## src/rtl/acqrel_pkg.sv

```systemverilog
package acqrel_pkg;

    typedef enum logic {
        MNT_INVAL = 1'b0,
        MNT_FLUSH = 1'b1
    } mnt_op_e;

    typedef enum logic [1:0] {
        WALK_IDLE  = 2'd0,
        WALK_INV   = 2'd1,
        WALK_FLUSH = 2'd2
    } walk_state_e;

    typedef struct packed {
        logic acq;
        logic rel;
        logic kern;
    } order_attr_t;

    typedef struct packed {
        logic start_inv;
        logic start_flush;
        logic push_ctx;
        logic to_issue;
    } walk_cmd_t;

    function automatic logic is_kernel_end(order_attr_t a);
        return a.kern && a.rel;
    endfunction

    function automatic logic is_kernel_begin(order_attr_t a);
        return a.kern && a.acq && !a.rel;
    endfunction

    function automatic int unsigned idx_width(int unsigned n);
        return (n > 1) ? $clog2(n) : 1;
    endfunction

endpackage

```

## src/rtl/acqrel_line_walker.sv

```systemverilog
module acqrel_line_walker
    import acqrel_pkg::*;
#(
    parameter int unsigned NUM_LINES = 8,
    parameter int unsigned LINE_W    = 3
) (
    input  logic              clk,
    input  logic              rst,
    input  logic              start_inv,
    input  logic              start_flush,
    input  logic              mnt_ready,
    output logic              mnt_valid,
    output logic [LINE_W-1:0] mnt_line,
    output mnt_op_e           mnt_op,
    output logic              busy,
    output logic              flushing
);
    localparam logic [LINE_W-1:0] LAST_LINE = LINE_W'(NUM_LINES - 1);

    walk_state_e       state_q;
    logic [LINE_W-1:0] line_q;
    logic              chain_q;

    always_ff @(posedge clk) begin
        if (rst) begin
            state_q <= WALK_IDLE;
            line_q  <= '0;
            chain_q <= 1'b0;
        end else begin
            case (state_q)
                WALK_IDLE: begin
                    line_q <= '0;
                    if (start_inv) begin
                        state_q <= WALK_INV;
                        chain_q <= start_flush;
                    end else if (start_flush) begin
                        state_q <= WALK_FLUSH;
                        chain_q <= 1'b0;
                    end
                end
                WALK_INV: begin
                    if (mnt_ready) begin
                        if (line_q == LAST_LINE) begin
                            line_q  <= '0;
                            chain_q <= 1'b0;
                            state_q <= chain_q ? WALK_FLUSH : WALK_IDLE;
                        end else begin
                            line_q <= line_q + 1'b1;
                        end
                    end
                end
                WALK_FLUSH: begin
                    if (mnt_ready) begin
                        if (line_q == LAST_LINE) begin
                            line_q  <= '0;
                            state_q <= WALK_IDLE;
                        end else begin
                            line_q <= line_q + 1'b1;
                        end
                    end
                end
                default: state_q <= WALK_IDLE;
            endcase
        end
    end

    assign mnt_valid = (state_q != WALK_IDLE);
    assign mnt_line  = line_q;
    assign mnt_op    = (state_q == WALK_FLUSH) ? MNT_FLUSH : MNT_INVAL;
    assign busy      = (state_q != WALK_IDLE);
    assign flushing  = (state_q == WALK_FLUSH);

endmodule

```

## src/rtl/acqrel_ack_counter.sv

```systemverilog
module acqrel_ack_counter #(
    parameter int unsigned CNT_W = 8
) (
    input  logic             clk,
    input  logic             rst,
    input  logic             inc,
    input  logic             dec,
    output logic [CNT_W-1:0] count,
    output logic             underflow
);
    logic [CNT_W-1:0] cnt_q;

    always_ff @(posedge clk) begin
        if (rst) begin
            cnt_q <= '0;
        end else begin
            case ({inc, dec})
                2'b10:   cnt_q <= cnt_q + 1'b1;
                2'b01:   cnt_q <= (cnt_q == '0) ? '0 : cnt_q - 1'b1;
                default: cnt_q <= cnt_q;
            endcase
        end
    end

    assign count     = cnt_q;
    assign underflow = dec && !inc && (cnt_q == '0);

endmodule

```

## src/rtl/acqrel_kend_list.sv

```systemverilog
module acqrel_kend_list #(
    parameter int unsigned CTX_W = 3,
    parameter int unsigned DEPTH = 4
) (
    input  logic                clk,
    input  logic                rst,
    input  logic                push,
    input  logic [CTX_W-1:0]    push_ctx,
    input  logic                drain,
    output logic                full,
    output logic                empty,
    output logic [2**CTX_W-1:0] done_mask
);
    localparam int unsigned NUM_CTX = 2 ** CTX_W;
    localparam int unsigned OCC_W   = $clog2(DEPTH + 1);

    logic [CTX_W-1:0] slot_q [DEPTH];
    logic [OCC_W-1:0] occ_q;

    always_ff @(posedge clk) begin
        if (rst) begin
            occ_q <= '0;
            for (int i = 0; i < DEPTH; i++) slot_q[i] <= '0;
        end else if (drain) begin
            occ_q <= push ? OCC_W'(1) : '0;
            if (push) slot_q[0] <= push_ctx;
        end else if (push && !full) begin
            slot_q[occ_q] <= push_ctx;
            occ_q         <= occ_q + 1'b1;
        end
    end

    always_comb begin
        done_mask = '0;
        for (int i = 0; i < DEPTH; i++) begin
            if (OCC_W'(i) < occ_q) done_mask[slot_q[i]] = 1'b1;
        end
    end

    assign full  = (occ_q == OCC_W'(DEPTH));
    assign empty = (occ_q == '0);

    logic unused_ok;
    assign unused_ok = (NUM_CTX > 0);

endmodule

```

## src/rtl/acqrel_walk_seq.sv

```systemverilog
module acqrel_walk_seq
    import acqrel_pkg::*;
#(
    parameter int unsigned NUM_LINES    = 8,
    parameter int unsigned CTX_W        = 3,
    parameter int unsigned KEND_DEPTH   = 4,
    parameter int unsigned CNT_HEADROOM = 3,
    parameter int unsigned LINE_W       = idx_width(NUM_LINES),
    parameter int unsigned CNT_W        = idx_width(NUM_LINES) + 1 + CNT_HEADROOM
) (
    input  logic                clk,
    input  logic                rst,
    input  logic                req_valid,
    output logic                req_ready,
    input  logic                req_acq,
    input  logic                req_rel,
    input  logic                req_kern,
    input  logic [CTX_W-1:0]    req_ctx,
    output logic                iss_valid,
    input  logic                iss_ready,
    output logic                mnt_valid,
    input  logic                mnt_ready,
    output logic [LINE_W-1:0]   mnt_line,
    output logic                mnt_op,
    input  logic                wb_ack,
    input  logic                inv_ack,
    output logic [CNT_W-1:0]    wb_outstanding,
    output logic [CNT_W-1:0]    inv_outstanding,
    output logic                wb_err,
    output logic                kend_done,
    output logic [2**CTX_W-1:0] kend_mask
);
    order_attr_t attr;
    walk_cmd_t   cmd;
    mnt_op_e     op_e;
    logic        walk_busy, walk_flushing;
    logic        kend_full, kend_empty, kend_drain;
    logic        flush_hs, inv_hs;
    logic        wb_pending;
    logic        accept;
    logic        inv_unused_flag;

    assign attr = '{acq: req_acq, rel: req_rel, kern: req_kern};
    assign wb_pending = (wb_outstanding != '0);

    // Request routing: decide where an incoming request goes this cycle.
    always_comb begin
        cmd       = '0;
        req_ready = 1'b0;
        accept    = 1'b0;
        if (!walk_busy) begin
            if (wb_pending) begin
                // Flushes draining: only kernel-scope markers pass.
                if (attr.kern) begin
                    req_ready = !(attr.rel && kend_full);
                    accept    = req_valid && req_ready;
                    if (accept) begin
                        cmd.start_inv = attr.acq && (inv_outstanding == '0);
                        cmd.push_ctx  = attr.rel;
                    end
                end
            end else if (is_kernel_end(attr)) begin
                req_ready = !kend_full;
                accept    = req_valid && req_ready;
                if (accept) begin
                    cmd.push_ctx    = 1'b1;
                    cmd.start_flush = 1'b1;
                end
            end else begin
                cmd.to_issue = req_valid;
                req_ready    = iss_ready;
                accept       = req_valid && iss_ready;
                if (accept) begin
                    if (is_kernel_begin(attr)) begin
                        cmd.start_inv = 1'b1;
                    end else if (attr.acq && attr.rel) begin
                        cmd.start_inv   = 1'b1;
                        cmd.start_flush = 1'b1;
                    end else if (attr.rel) begin
                        cmd.start_flush = 1'b1;
                    end else if (attr.acq) begin
                        cmd.start_inv = 1'b1;
                    end
                end
            end
        end
    end

    assign iss_valid = cmd.to_issue;

    acqrel_line_walker #(
        .NUM_LINES (NUM_LINES),
        .LINE_W    (LINE_W)
    ) u_walker (
        .clk         (clk),
        .rst         (rst),
        .start_inv   (cmd.start_inv),
        .start_flush (cmd.start_flush),
        .mnt_ready   (mnt_ready),
        .mnt_valid   (mnt_valid),
        .mnt_line    (mnt_line),
        .mnt_op      (op_e),
        .busy        (walk_busy),
        .flushing    (walk_flushing)
    );

    assign mnt_op   = op_e;
    assign flush_hs = mnt_valid && mnt_ready && (op_e == MNT_FLUSH);
    assign inv_hs   = mnt_valid && mnt_ready && (op_e == MNT_INVAL);

    acqrel_ack_counter #(.CNT_W(CNT_W)) u_wb_cnt (
        .clk       (clk),
        .rst       (rst),
        .inc       (flush_hs),
        .dec       (wb_ack),
        .count     (wb_outstanding),
        .underflow (wb_err)
    );

    acqrel_ack_counter #(.CNT_W(CNT_W)) u_inv_cnt (
        .clk       (clk),
        .rst       (rst),
        .inc       (inv_hs),
        .dec       (inv_ack),
        .count     (inv_outstanding),
        .underflow (inv_unused_flag)
    );

    // Batch completion once every flush has been acknowledged.
    assign kend_drain = !kend_empty && !wb_pending && !walk_flushing;

    acqrel_kend_list #(
        .CTX_W (CTX_W),
        .DEPTH (KEND_DEPTH)
    ) u_kend (
        .clk       (clk),
        .rst       (rst),
        .push      (cmd.push_ctx),
        .push_ctx  (req_ctx),
        .drain     (kend_drain),
        .full      (kend_full),
        .empty     (kend_empty),
        .done_mask (kend_mask)
    );

    assign kend_done = kend_drain;

    logic unused_sink;
    assign unused_sink = inv_unused_flag;

endmodule

```

## config.mk

```make
export PLATFORM = sky130hd
export DESIGN_NAME = acqrel_walk_seq
export DESIGN_NICKNAME = d
export VERILOG_FILES = /design/src/rtl/acqrel_pkg.sv /design/src/rtl/acqrel_line_walker.sv /design/src/rtl/acqrel_ack_counter.sv /design/src/rtl/acqrel_kend_list.sv /design/src/rtl/acqrel_walk_seq.sv
export SDC_FILE = /design/constraint.sdc
export NUM_CORES = 1
export LEC_CHECK = 0
export BUFFER_PORTS_ARGS = -buffer_cell sky130_fd_sc_hd__buf_2
export CORE_ASPECT_RATIO = 2
export CORE_MARGIN = 10
export CORE_UTILIZATION = 60
export DETAILED_ROUTE_END_ITERATION = 16
export GPL_ROUTABILITY_DRIVEN = 0
export PLACE_DENSITY = 0.84
export SYNTH_ARGS = -nofsm -noshare
export SYNTH_HDL_FRONTEND = slang
export SYNTH_SLANG_ARGS = --single-unit
```

## constraint.sdc

```tcl
create_clock -name clk -period 3.9 [get_ports clk]
set_input_delay 0.78 -clock clk [delete_from_list [all_inputs] [get_ports clk]]
set_output_delay 0.78 -clock clk [all_outputs]
set_load 0.02 [all_outputs]
```

# Word level (Yosys, flattened, before mapping)
# Memories as Yosys holds them, arrays and structs flattened.
# Index checks and enable logic that the tools add are counted.
word_totals:
  register_bits: 23
  ram_bits: 12
  input_bits: 13
  output_inout_bits: 31
  elab_cells: 163
  n_memories: 1
op_classes:
  n_addsub: 6
  n_lt_le_gt_ge: 12
  n_eq_ne: 14
  n_mux: 75
  n_bitwise: 5
  reduce_logical: 44
mem_list:
  columns: ["name", "depth", "width", "read_ports", "rd_ports_with_merged_regs", "write_ports", "line_no", "source"]
  rows:
  - ["u_kend.slot_q", 4, 3, 4, 0, 4, "acqrel_kend_list.sv:17", "logic [CTX_W-1:0] slot_q [DEPTH];"]
ops:
  columns: ["operator", "count"]
  rows:
  - ["two-way mux 1 bit", 42]
  - ["two-way mux 8 bit", 4]
  - ["one-hot mux 7 bit (2 select lines)", 2]
  - ["OR 8 bit", 3]
  - ["two-way mux 2 bit", 11]
  - ["logical AND 1 bit", 21]
  - ["two-way mux 3 bit", 6]
  - ["< comparator 3 x 4 -> 1 bit, second input constant", 4]
  - ["adder 7 x 1 -> 7 bit, second input constant", 2]
  - ["logical NOT 7 bit", 2]
  - ["two-way mux 7 bit", 2]
  - ["subtractor 7 x 1 -> 7 bit, second input constant", 2]
  - ["demux 1 bit (select 3 bit)", 4]
  - [">= comparator 3 x 1 -> 1 bit, second input constant", 4]
  - ["nonzero test 2 bit", 6]
  - ["logical NOT 1 bit", 7]
  - ["nonzero test 7 bit", 1]
  - ["adder 3 x 1 -> 3 bit, second input constant", 2]
  - ["equality test 2 x 1 -> 1 bit, second input constant", 3]
  - ["equality test 2 bit, second input constant", 3]
  - ["equality test 3 bit, second input constant", 2]
  - ["< comparator 1 x 3 -> 1 bit, first input constant", 2]
  - ["< comparator 2 x 3 -> 1 bit, first input constant", 2]
  - ["!= test 2 x 1 -> 1 bit, second input constant", 3]
  - ["other kinds (15)", 16]

# Longest topological paths before layout
# Gate-level depths: netlist (run 1).
depth:
  depth_word: 15
  mapped_depth: 10

# Modules after synthesis
# A second synthesis (run 1) with hierarchy kept.
unflattened:
  cells_unflattened: 323
  area_unflattened_um2: 2767.7
by_module_without_submodules:
  columns: ["module", "n_inst", "cells_per_inst", "area_each_um2", "seq_area_each_um2"]
  rows:
  - ["acqrel_ack_counter", 2, 75, 563.0, 140.1]
  - ["acqrel_kend_list", 1, 103, 1038.5, 420.4]
  - ["acqrel_line_walker", 1, 46, 441.7, 120.1]
  - ["acqrel_walk_seq", 1, 24, 161.4, 0.0]

# Least setup slack after synthesis (run 1)
# OpenSTA, ideal clock, no wires.
synth_path:
  kind: "register to output"
  start: "reg u_wb_cnt.cnt_q[0], in the netlist u_wb_cnt.count[0]"
  end: "out iss_valid"
  arrival_ns: 2.011
  t_required_ns: 3.120
  setup_slack_ns: 1.109
  path_stages_with_launch: 8
  n_path_buf: 2
  cell_sequence: "dfxtp_1 inv_1 ha_1 or3b_1 clkbuf_1 or2_1 buf_6 nor3_1"
synth_between:
  elab_chain_cells: 3
synth_rtl:
  columns: ["element", "line_no", "source"]
  rows:
  - ["start: declaration", "acqrel_ack_counter.sv:11", "logic [CNT_W-1:0] cnt_q;"]
  - ["start signal: assignment", "acqrel_ack_counter.sv:18", "2'b10: cnt_q <= cnt_q + 1'b1;"]
  - ["start signal: assignment", "acqrel_ack_counter.sv:19", "2'b01: cnt_q <= (cnt_q == '0) ? '0 : cnt_q - 1'b1;"]
  - ["start signal: assignment", "acqrel_ack_counter.sv:20", "default: cnt_q <= cnt_q;"]
  - ["nonzero test 7 bit", "acqrel_walk_seq.sv:44", "assign wb_pending = (wb_outstanding != '0);"]
  - ["two-way mux 1 bit", "acqrel_walk_seq.sv:52", "if (wb_pending) begin"]
  - ["two-way mux 4 bit", "acqrel_walk_seq.sv:51", "if (!walk_busy) begin"]
  - ["end: declaration", "acqrel_walk_seq.sv:19", "output logic iss_valid,"]
# Every way passes these cells.

# Final worst setup path (run 1)
layout_path:
  start: "reg u_wb_cnt.cnt_q[0], in the netlist u_wb_cnt.count[0]"
  end: "out kend_done"
layout_between:
  elab_chain_cells: 4
layout_rtl:
  columns: ["element", "line_no", "source"]
  rows:
  - ["nonzero test 7 bit", "acqrel_walk_seq.sv:44", null]
  - ["logical NOT 1 bit", "acqrel_walk_seq.sv:130", "assign kend_drain = !kend_empty && !wb_pending && !walk_flushing;"]
  - ["logical AND 1 bit (2 in a row)", "acqrel_walk_seq.sv:130", null]
  - ["end: declaration", "acqrel_walk_seq.sv:30", "output logic kend_done,"]
# Every way passes these cells.

==> metrics.md, run 1 <==
| Metric | Value |
|---|---|
| Mapped Cells | around 320 |
| Synth Net Count | 347 |
| Crit start category | register |
| Leakage power | around 0.0012 uW |
| Post-detail-place hpwl | a little over 5000 um |
| VDD IR max | between 0.0005 and 0.0006 V |
| 1st-iter DRT viols | 116 |
| Number of CTS-inserted buffers | 5 |
| Max-slew violations | 0 |
| GR Util All Layers | 0.182 |
| Worst EP required | roughly 3100 ps |
| CTS hold repair buffers | 0 |
| Slew HR | 0.548 |
| First-pass DRT Iterations | 4 |
| Core area | roughly 0.0041 sq mm |
| H-tree Lvls | 2 |
| CTS resizes | 0 |
| Max-cap violations | 0 |
| Yosys warning count | 0 |
| Fin crit share | 0.773 |
| Total wire length | about 6700 um |
| Sequential area share after synthesis | 0.318 |
| Die H | roughly 110 um |
| Synth Register Bits | 35 |
| Post-Syn Area | between 0.002 and 0.003 sq mm |
| PD cells | 518 mW/mm^2 |
| RSZ-0062 raised after global routing | no |
| Vias in the first global route | between 2000 and 3000 |
| Detail Route Antenna Nets | 0 |
| Max clock buf depth | 2 |
| Crit Path Class | register to output port |
| Most common cell in the netlist | nor2_1 |
| Final setup fails | 0 |
| Layout cells sized above 1 | 0.163 |
| Root Driver | clkbuf_8 |
| Dpl cells | roughly 400 |
| CP Cell Sequence | inv_1 > ha_1 > or3b_1 > a2111oi_4 > buf_2 |
| Syn_area_per_cell | just over 8 sq um |
| DIE AREA | between 0.007 and 0.008 sq mm |
| Non-Filler Instances | between 400 and 500 |
| Via/cell ratio | approximately 6 |
| Area share of the largest cell type after synthesis | 0.178 |
| Multi-input gate area | 0.00162 sq mm |
| Number of flops mapped to enable cells by yosys | 12 |
| Initial antenna violation count | 0 |
| Pin count of the biggest net entering global routing | 28 |
| Largest area contributor in the netlist | dfxtp_1 |
| Congestion Overflow GR | 0 |
| Max incr delay on CP | 580 ps |
| Top post-synthesis cells by area | dfxtp_1 (18%), edfxtp_1 (14%), ha_1 (7.3%) |
| Hold Vio Cnt, Final | 0 |
| Via Count | 2501 |
| Final Hold Slack | about 500 ps |
| Max Fclk | ~330 MHz |
| Antenna diodes | 0 |
| Setup TNS | 0 ps |
| Placement Rows | 33 |
| Min cycle time layout | between 3000 and 4000 ps |
| Synth cell count leaders | nor2_1 (27), dfxtp_1 (23), nand2_1 (23) |
| Crit path max fanout | 10 |
| FF/Latch Area | 821 sq um |
| Die Wd | 66.4 um |
| Outcome | completed |
| Worst hold path type | register to register |
| CTS tree | yes |
| DR DRC count | 0 |
| Layout Skew | around 5.3 ps |
| Crit. End Element | output port |
| Slowest cell on crit path | a2111oi_4 |
| Fin nets | between 300 and 400 |
| Cell variety after synth | 52 |
| WP data arrival | about 2200 ps |
| Clock sinks | 35 |
| Clk Latency, worst-skew pair | around 290 ps |
| Final Power | 1480 uW |
| Buffers on Ports | 43 |
| Asr flop ratio synth | 0 |
| CTS clk-pin slew, worst paths | about 70 ps |
| WL per Instance | 16.4 um |
| Ports | 44 |
| Fillers | 360 |
| First-pass GRT wire length | between 10000 and 15000 um |
| Initial core utilization | 0.625 |
| Postcts setup bufs | 0 |
| Ys flop type | dfxtp_1 |
| Measured slew at the worst slew-check pin | between 600 and 700 ps |
| P&R area growth vs syn | 11.0% |
[logic make-up (layout without fill, tap and decap cells)]
| logic type | count (synthesis) | in the layout | share of synthesized area |
|---|---|---|---|
| simple gates | 147 | 147 | 0.307 |
| compound gates | 81 | 81 | 0.212 |
| flops | 35 | 35 | 0.318 |
| buf+inv | 32 | 68 | 0.0553 |
| fa+ha+maj | 15 | 15 | 0.0727 |
| mux | 5 | 5 | 0.0204 |
| xor+xnor | 4 | 4 | 0.0136 |
[power breakdown]
part / switching [uW] / leakage [uW] / internal [uW]
sequential: 82.3 / 0.000312 / 427
clock: 128 / 0.0000426 / 123
combinational: 440 / 0.000803 / 284
[layer usage]
metal,wire (um),vias up,GRT usage
met3,281,14,0.0356
met1,2480,1169,0.169
met2,3710,72,0.352
met4,187,0,0.0872
li1,-,1246,-
met5,0,-,0
[per-stage QoR]
stage          worst slack, ps  utilization  area, sq um
2_1_floorplan             1110            -         2580
3_3_place_gp              1260        0.674         2780
3_5_place_dp              1200        0.674         2780
4_1_cts                    880        0.693         2860
5_1_grt                    762        0.693         2860
6_report                   885        0.693         2860
[worst paths after layout]
check / start / slack, ps / cells past startpoint / endpoint
max: u_wb_cnt.count[0] / 890 / 5 / kend_done
min reg2reg: u_walker.state_q[0] / 500 / 2 / u_walker.state_q[0]
min: u_walker.state_q[0] / 500 / 2 / u_walker.state_q[0]
max reg2reg: u_kend.occ_q[1] / 1300 / 7 / u_kend.slot_q[1][2]
[final cells by class]
type                       count  share of cell area
clock inverter                 2             0.00306
sequential                    35               0.287
tap                           52              0.0227
clock buffer                   6              0.0253
inverter                      17              0.0223
timing repair buffer          43              0.0752
multi-input combinational    252               0.565
[cell usage in the layout (no fill, tap or decap), types with 2 or more instances in the layout]
master,instances
nor2b_1,5
mux2_2,2
or2_1,2
clkbuf_8,5
nor3b_1,5
o221ai_1,2
nor3_1,18
o211ai_1,5
and2_1,11
nor4_1,5
xnor2_1,3
and3_1,6
ha_1,15
o21a_1,4
nand3_1,16
a211oi_1,7
edfxtp_1,12
dfxtp_1,23
inv_1,17
nand2b_1,4
o31ai_1,5
o21ai_0,14
nor4b_1,2
a21oi_1,20
a31oi_1,12
buf_2,43
or3_1,7
mux2i_1,3
nand2_1,23
o22ai_1,2
nor2_1,27
nand3b_1,7
[critical path, delay by kind of cell (launching register included)]
family,cells,cell delay [ps]
adder cells (fa/ha/maj),1,160
AO/OA/AOI/OAI,1,580
buffers and inverters,2,380
AND/OR/NAND/NOR,1,470
flip-flops,1,360
[registers in the layout (all words and copies together) (netlist names)]
signal and count:
u_inv_cnt.count 7, u_kend.occ_q 3, u_kend.slot_q 12, u_walker.chain_q 1
u_walker.mnt_line 3, u_walker.state_q 2, u_wb_cnt.count 7
No activity file was read; power rests on OpenSTA's default activity.
==> run 2, diff against run 1 <==
--- a/config.mk
+++ b/config.mk
@@ -8,10 +8,10 @@
 export BUFFER_PORTS_ARGS = -buffer_cell sky130_fd_sc_hd__buf_2
 export CORE_ASPECT_RATIO = 2
 export CORE_MARGIN = 10
-export CORE_UTILIZATION = 60
+export CORE_UTILIZATION = 51
 export DETAILED_ROUTE_END_ITERATION = 16
 export GPL_ROUTABILITY_DRIVEN = 0
-export PLACE_DENSITY = 0.84
+export PLACE_DENSITY = 0.76
 export SYNTH_ARGS = -nofsm -noshare
 export SYNTH_HDL_FRONTEND = slang
 export SYNTH_SLANG_ARGS = --single-unit
==> constraint.sdc (replaced) <==
create_clock -name clk -period 2.6 [get_ports clk]
set_input_delay 0.52 -clock clk [delete_from_list [all_inputs] [get_ports clk]]
set_output_delay 0.52 -clock clk [all_outputs]
set_load 0.02 [all_outputs]
==> metrics.md, run 2 (synthesis results as in run 1) <==
| Metric | Value |
|---|---|
| Max Fclk | slightly below 400 MHz |
| Reg2reg end | u_kend.slot_q[1][0] |
| Crit start category | register |
| VDD IR max | 0.000667 V (+29%) |
| Worst setup path startpoint | u_wb_cnt.count[1] |
| Number of CTS-inserted buffers | 5 (unchanged) |
| Total wire length | 7040 um (+5.7%) |
| Congestion Overflow GR | 0 (unchanged) |
| Hold Vio Cnt, Final | 0 (unchanged) |
| Fin crit share | 0.980 |
| Vias in the first global route | 2544 (-0.47%) |
| Crit path max fanout | 7 (-3) |
| Worst hold path type | register to register |
| Worst EP required | 2080 ps (-1040 ps) |
| Ports | 44 (unchanged) |
| R2R depth | 7 (unchanged) |
| Crit Path Class | register to output port |
| PD cells | 809 mW/mm^2 (+56%) |
| First-pass DRT Iterations | 4 (unchanged) |
| Clk Latency, worst-skew pair | 300 ps (about the same) |
| CTS tree | yes |
| Layout Skew | 7.17 ps (+1.90 ps) |
| Initial core utilization | 0.525 (-0.0994) |
| GR Util All Layers | 0.163 (-0.0198) |
| Dpl cells | 410 (+2.8%) |
| Core area | 0.00491 sq mm (+19%) |
| Setup TNS | 0 ps (unchanged) |
| Slew HR | 0.619 (+0.0716) |
| Fillers | 470 (+31%) |
| Postcts setup bufs | 0 (unchanged) |
| Max clock buf depth | 2 (unchanged) |
| Worst r2r src | u_kend.occ_q[0] |
| DR DRC count | 0 (unchanged) |
| 1st-iter DRT viols | 90 (-22%) |
| Commonest non-fill, non-tap cell in the layout | buf_2 |
| Via/cell ratio | 6.01 (-2.1%) |
| Placement Rows | 36 (+9.1%) |
| P&R area growth vs syn | 14.5% |
| Non-Filler Instances | 418 (+2.7%) |
| CP Capture Point | req_ready |
| Detail Route Antenna Nets | 0 (unchanged) |
| Crit. End Element | output port |
| Max-cap violations | 0 (unchanged) |
| Leading cell types in the layout, fill and taps excluded | buf_2 (42), nor2_1 (27), nand2_1 (23) |
| Outcome | completed |
| Max-slew violations | 0 (unchanged) |
| Leakage power | 0.00120 uW (+3.6%) |
| Fin nets | 388 (+1.6%) |
| Root Driver | clkbuf_8 |
| Via Count | 2514 (+0.52%) |
| Max FFs per register | 12 (unchanged) |
| Antenna diodes | 0 (unchanged) |
| Post-detail-place hpwl | 5490 um (+6.6%) |
| H-tree Lvls | 2 (unchanged) |
| First-pass GRT wire length | 11400 um (+1.1%) |
| Min cycle time layout | 2550 ps |
| Layout cells sized above 1 | 0.199 (+0.0361) |
| Final setup fails | 0 (unchanged) |
| CTS clk-pin slew, worst paths | 70 ps (about the same) |
| RSZ-0062 raised after global routing | no |
| Die H | 121 um (+7.0%) |
| Multi-input gate area | 0.00163 sq mm (+0.77%) |
| Pin count of the biggest net entering global routing | 18 (-36%) |
| Largest register by flop count | u_kend.slot_q |
| WL per Instance | 16.8 um (+2.9%) |
| Initial antenna violation count | 0 (unchanged) |
| WP data arrival | 2030 ps (-200 ps) |
| DIE AREA | 0.00848 sq mm (+13%) |
| Clock sinks | 35 (unchanged) |
| FF/Latch Area | 825 sq um (+0.46%) |
| Die Wd | 70.3 um (+5.9%) |
| Buffers on Ports | 43 (unchanged) |
| Measured slew at the worst slew-check pin | 565 ps (-108 ps) |
| Flop-to-flop setup slack | 220 ps (-1080 ps) |
-- run 2: what timing repair did --
action | 4_1_cts | 5_1_grt
setup endpoints to repair | 3 | 5
hold buffers | 0 | 0
resized for setup | 1 | 9
pin swaps | 0 | 1
gates cloned | 0 | 0
-- run 2: worst min path at each step --
stage	from	slack [ps]	depth (start not counted)	to
floorplan	u_walker.state_q[0]	470	2	u_walker.state_q[0]
global placement	u_walker.state_q[0]	490	2	u_walker.state_q[0]
detailed placement	u_walker.state_q[0]	500	2	u_walker.state_q[0]
CTS	u_walker.state_q[0]	510	2	u_walker.state_q[0]
global route	u_walker.state_q[0]	530	2	u_walker.state_q[0]
finish	u_walker.chain_q	510	2	u_walker.chain_q
-- run 2: area by class of cell --
| type | count | share of cell area |
|---|---|---|
| Timing Repair Buffer | 49 | 0.0902 |
| Clock buffer | 8 | 0.0339 |
| Inverter | 17 | 0.0216 |
| Tap cell | 57 | 0.0241 |
| Multi-Input combinational cell | 252 | 0.551 |
| Sequential cell | 35 | 0.279 |
-- run 2: where the power goes --
group	total, uW	switching (uW)	internal [uW]	leakage [uW]
Sequential	763	122	641	0.000312
Clock	446	204	242	0.0000515
Combinational	1180	707	475	0.000836
Total	2390	1030	1360	0.00120
-- run 2: per-stage QoR --
step                      setup slack [ps]  hold WS (ps)   util  area [sq um]  total power [uW]
final                                 52.3           512  0.602          2960              2390
after detailed placement               273           496  0.577          2830              1910
after CTS                             10.0           507  0.598          2940              2360
after global placement                 304           488  0.577          2830              1890
after floorplan                       68.7           471      -          2580              1620
after global routing                  2.68           534  0.602          2960              2540
-- run 2: worst max-delay path, cell delays in order, from the launching register on --
cell	delay [ps]
dfxtp_4	360
inv_2	70
ha_1	150
or3b_4	430
or2_4	270
buf_6	140
nand2_1	60
a31oi_1	80
buf_4	170
-- run 2: layer usage --
| layer | wire, um | part of all wire | up-vias | track usage |
|---|---|---|---|---|
| met2 | 4000 | 0.57 | 64 | 0.321 |
| li1 | - | - | 1257 | - |
| met3 | 319 | 0.045 | 19 | 0.0401 |
| met1 | 2450 | 0.35 | 1174 | 0.136 |
| met5 | 0 | 0 | - | 0 |
| met4 | 267 | 0.038 | 0 | 0.100 |
==> run 3, diff against run 2 <==
--- a/config.mk
+++ b/config.mk
@@ -5,9 +5,9 @@
 export SDC_FILE = /design/constraint.sdc
 export NUM_CORES = 1
 export LEC_CHECK = 0
+export ABC_AREA = 1
 export BUFFER_PORTS_ARGS = -buffer_cell sky130_fd_sc_hd__buf_2
 export CORE_ASPECT_RATIO = 2
-export CORE_MARGIN = 10
 export CORE_UTILIZATION = 51
 export DETAILED_ROUTE_END_ITERATION = 16
 export GPL_ROUTABILITY_DRIVEN = 0
==> metrics.md, run 3 <==
| Metric | Value |
|---|---|
| Detail Route Antenna Nets | 0 (unchanged) |
| Leakage power | 0.00150 uW (+25%) |
| Max FFs per register | 12 (unchanged) |
| Slew HR | 0.759 (+0.140) |
| Logic gate share of total power | 0.490 (-0.004) |
| Clock sinks | 35 (unchanged) |
| Via/cell ratio | 5.63 (-6.4%) |
| Initial core utilization | 0.536 (+0.0102) |
| Crit path max fanout | 8 (+1) |
| Max-slew violations | 0 (unchanged) |
| Pint | 1380 uW (+1.4%) |
| Post-detail-place hpwl | 5580 um (+1.7%) |
| Most Crowded Layer GR | met2 |
| Area share of the largest cell type after synthesis | 0.175 (-0.00340) |
| Yosys warning count | 0 (unchanged) |
| Crit. End Element | output port |
| Sequential area share after synthesis | 0.312 (-0.00605) |
| Via Count | 2697 (+7.3%) |
| Synth Register Bits | 35 (unchanged) |
| Asr flop ratio synth | 0 (unchanged) |
| First-pass GRT wire length | 10700 um (-5.7%) |
| DR DRC count | 0 (unchanged) |
| Total wire length | 6870 um (-2.4%) |
| Measured slew at the worst slew-check pin | 358 ps (-207 ps) |
| Die Wd | 52.8 um (-25%) |
| Top post-synthesis cells by area | dfxtp_1 (18%), edfxtp_1 (14%), inv_1 (8.8%) |
| Buffers on Ports | 43 (unchanged) |
| Grt met2 use | 0.514 (+0.193) |
| Clk Latency, worst-skew pair | 290 ps (about the same) |
| Worst EP required | 2080 ps (about the same) |
| GR Util All Layers | 0.259 (+0.0967) |
| Max Fclk | 411 MHz (+4.8%) |
| Antenna diodes | 0 (unchanged) |
| GRT met1 Usage | 0.221 (+0.0849) |
| Fin crit share | 0.935 (-0.0446) |
| Die H | 104 um (-14%) |
| WP data arrival | 1910 ps (-120 ps) |
| Post-Syn Area | 0.00263 sq mm (+1.9%) |
| Place WS | 455 ps (+181 ps) |
| Max-cap violations | 0 (unchanged) |
| Syn_area_per_cell | 7.01 sq um (-13%) |
| Largest area contributor in the netlist | dfxtp_1 |
| Min cycle time layout | 2430 ps (-116 ps) |
| Number of flops mapped to enable cells by yosys | 12 (unchanged) |
| Setup TNS | 0 ps (unchanged) |
| Number of CTS-inserted buffers | 5 (unchanged) |
| Fin nets | 449 (+16%) |
| Post-layout util | 0.614 (+0.0117) |
| Largest register by flop count | u_kend.slot_q |
| DIE AREA | 0.00547 sq mm (-36%) |
| Hold Vio Cnt, Final | 0 (unchanged) |
| Final worst setup slack | 168 ps (+116 ps) |
| Layout Skew | 10.2 ps (+3.01 ps) |
| Leading cell types in the layout, fill and taps excluded | inv_1 (62), nand2_1 (62), nor2_1 (48) |
| VDD IR max | 0.000894 V (+34%) |
| Synth cell count leaders | inv_1 (62), nand2_1 (62), nor2_1 (48) |
| Root Driver | clkbuf_8 |
| Max clock buf depth | 2 (unchanged) |
| Ports | 44 (unchanged) |
| Mapped Cells | 375 (+18%) |
| Psw | 1170 uW (+13%) |
| Switching share of total power | 0.460 (+0.0276) |
| Crit start category | register |
| Clock share of power | 0.193 (+0.006) |
| Pin count of the biggest net entering global routing | 17 (-1) |
| P&R area growth vs syn | 14.6% (about the same) |
| M3 GR Usage | 0.0206 (-0.0196) |
| CTS tree | yes |
| PD cells | 846 mW/mm^2 (+4.5%) |
| Layout cells sized above 1 | 0.182 (-0.0170) |
| Crit Path Class | register to output port |
| First-pass DRT Iterations | 5 (+1) |
| Final Power | 2550 uW (+6.6%) |
| Vias in the first global route | 2605 (+2.4%) |
| Synth Net Count | 403 (+16%) |
| 1st-iter DRT viols | 53 (-41%) |
| Seq pwr share | 0.318 (about the same) |
| RSZ-0062 raised after global routing | no |
| Outcome | completed |
| Placement Rows | 36 (unchanged) |
| Initial antenna violation count | 0 (unchanged) |
| Cell variety after synth | 37 (-29%) |
| CTS clk-pin slew, worst paths | 70 ps (about the same) |
| Ys flop type | dfxtp_1 |
| Congestion Overflow GR | 0 (unchanged) |
| H-tree Lvls | 2 (unchanged) |
| WL per Instance | 14.3 um (-15%) |
| Core area | 0.00491 sq mm (unchanged) |
| Worst hold path type | register to register |
| Final setup fails | 0 (unchanged) |
| Postcts setup bufs | 0 (unchanged) |
| Final Hold Slack | 503 ps (-9.29 ps) |
## run 3: cell count changes after synthesis, sizes merged, moves of 12 or more
| cell | before | now |
|---|---|---|
| inv | 17 | 65 |
| o21ai | 14 | 29 |
| nor2 | 27 | 51 |
| nand3 | 16 | 29 |
| nand2 | 23 | 66 |
| and2 | 12 | 0 |
## run 3: layout make-up
class,count,area (sq um)
Tap cell,57,71.3
Clock inverter,3,43.8
Inverter,66,248
Clock buffer,5,68.8
Fill cell,463,1900
Timing Repair Buffer,45,230
Multi-Input combinational cell,268,1530
Sequential cell,35,822
## run 3: power by group through the flow
stage | Clock (uW) | Sequential, uW | Combinational (uW)
5_1_grt | 516 | 824 | 1390
3_5_place_dp | 0 | 817 | 1240
6_report | 491 | 809 | 1250
3_3_place_gp | 0 | 814 | 1220
2_1_floorplan | 0 | 864 | 857
4_1_cts | 496 | 807 | 1250
## run 3: stage by stage
stage / area, sq um / instances
3_3_place_gp: 2900 / 471
2_1_floorplan: 2630 / 375
4_1_cts: 3010 / 479
5_1_grt: 3010 / 479
6_report: 3010 / 479
3_5_place_dp: 2900 / 471
## run 3: logic make-up after synthesis
group,count (synthesis),synth area share
AND/OR/NAND/NOR,167,0.303
AO/OA/AOI/OAI,76,0.174
buffers and inverters,72,0.107
flip-flops,35,0.312
adder cells (fa/ha/maj),15,0.0714
XOR/XNOR,10,0.0333
## run 3: final timing paths
| check | cells after the start | slack, ps | startpoint | endpoint |
|---|---|---|---|---|
| setup reg to reg | 9 | 490 | u_kend.occ_q[1] | u_kend.slot_q[1][0] |
| hold / removal | 2 | 500 | u_walker.mnt_line[2] | u_walker.mnt_line[2] |
| setup / recovery | 8 | 170 | u_walker.state_q[1] | wb_err |
| hold reg to reg | 2 | 500 | u_walker.mnt_line[2] | u_walker.mnt_line[2] |
## run 3: timing repair
action | CTS | global route
hold buffers | 0 | 0
gates resized for setup | 0 | 1
endpoints found under the setup margin | 0 | 3
## run 3: worst max-delay path, stage by stage, from the launching register on
cell,delay [ps]
dfxtp_1,350
inv_1,80
ha_1,260
inv_2,200
nand3_1,110
ha_1,230
inv_1,160
nor2_1,90
buf_2,160
## run 3: layer usage
metal	part of all wire	vias to the layer above	routed length, um
met3	0.032	38	220
met5	0	-	0
met4	0.054	0	368
li1	-	1339	-
met1	0.34	1222	2350
met2	0.57	98	3930
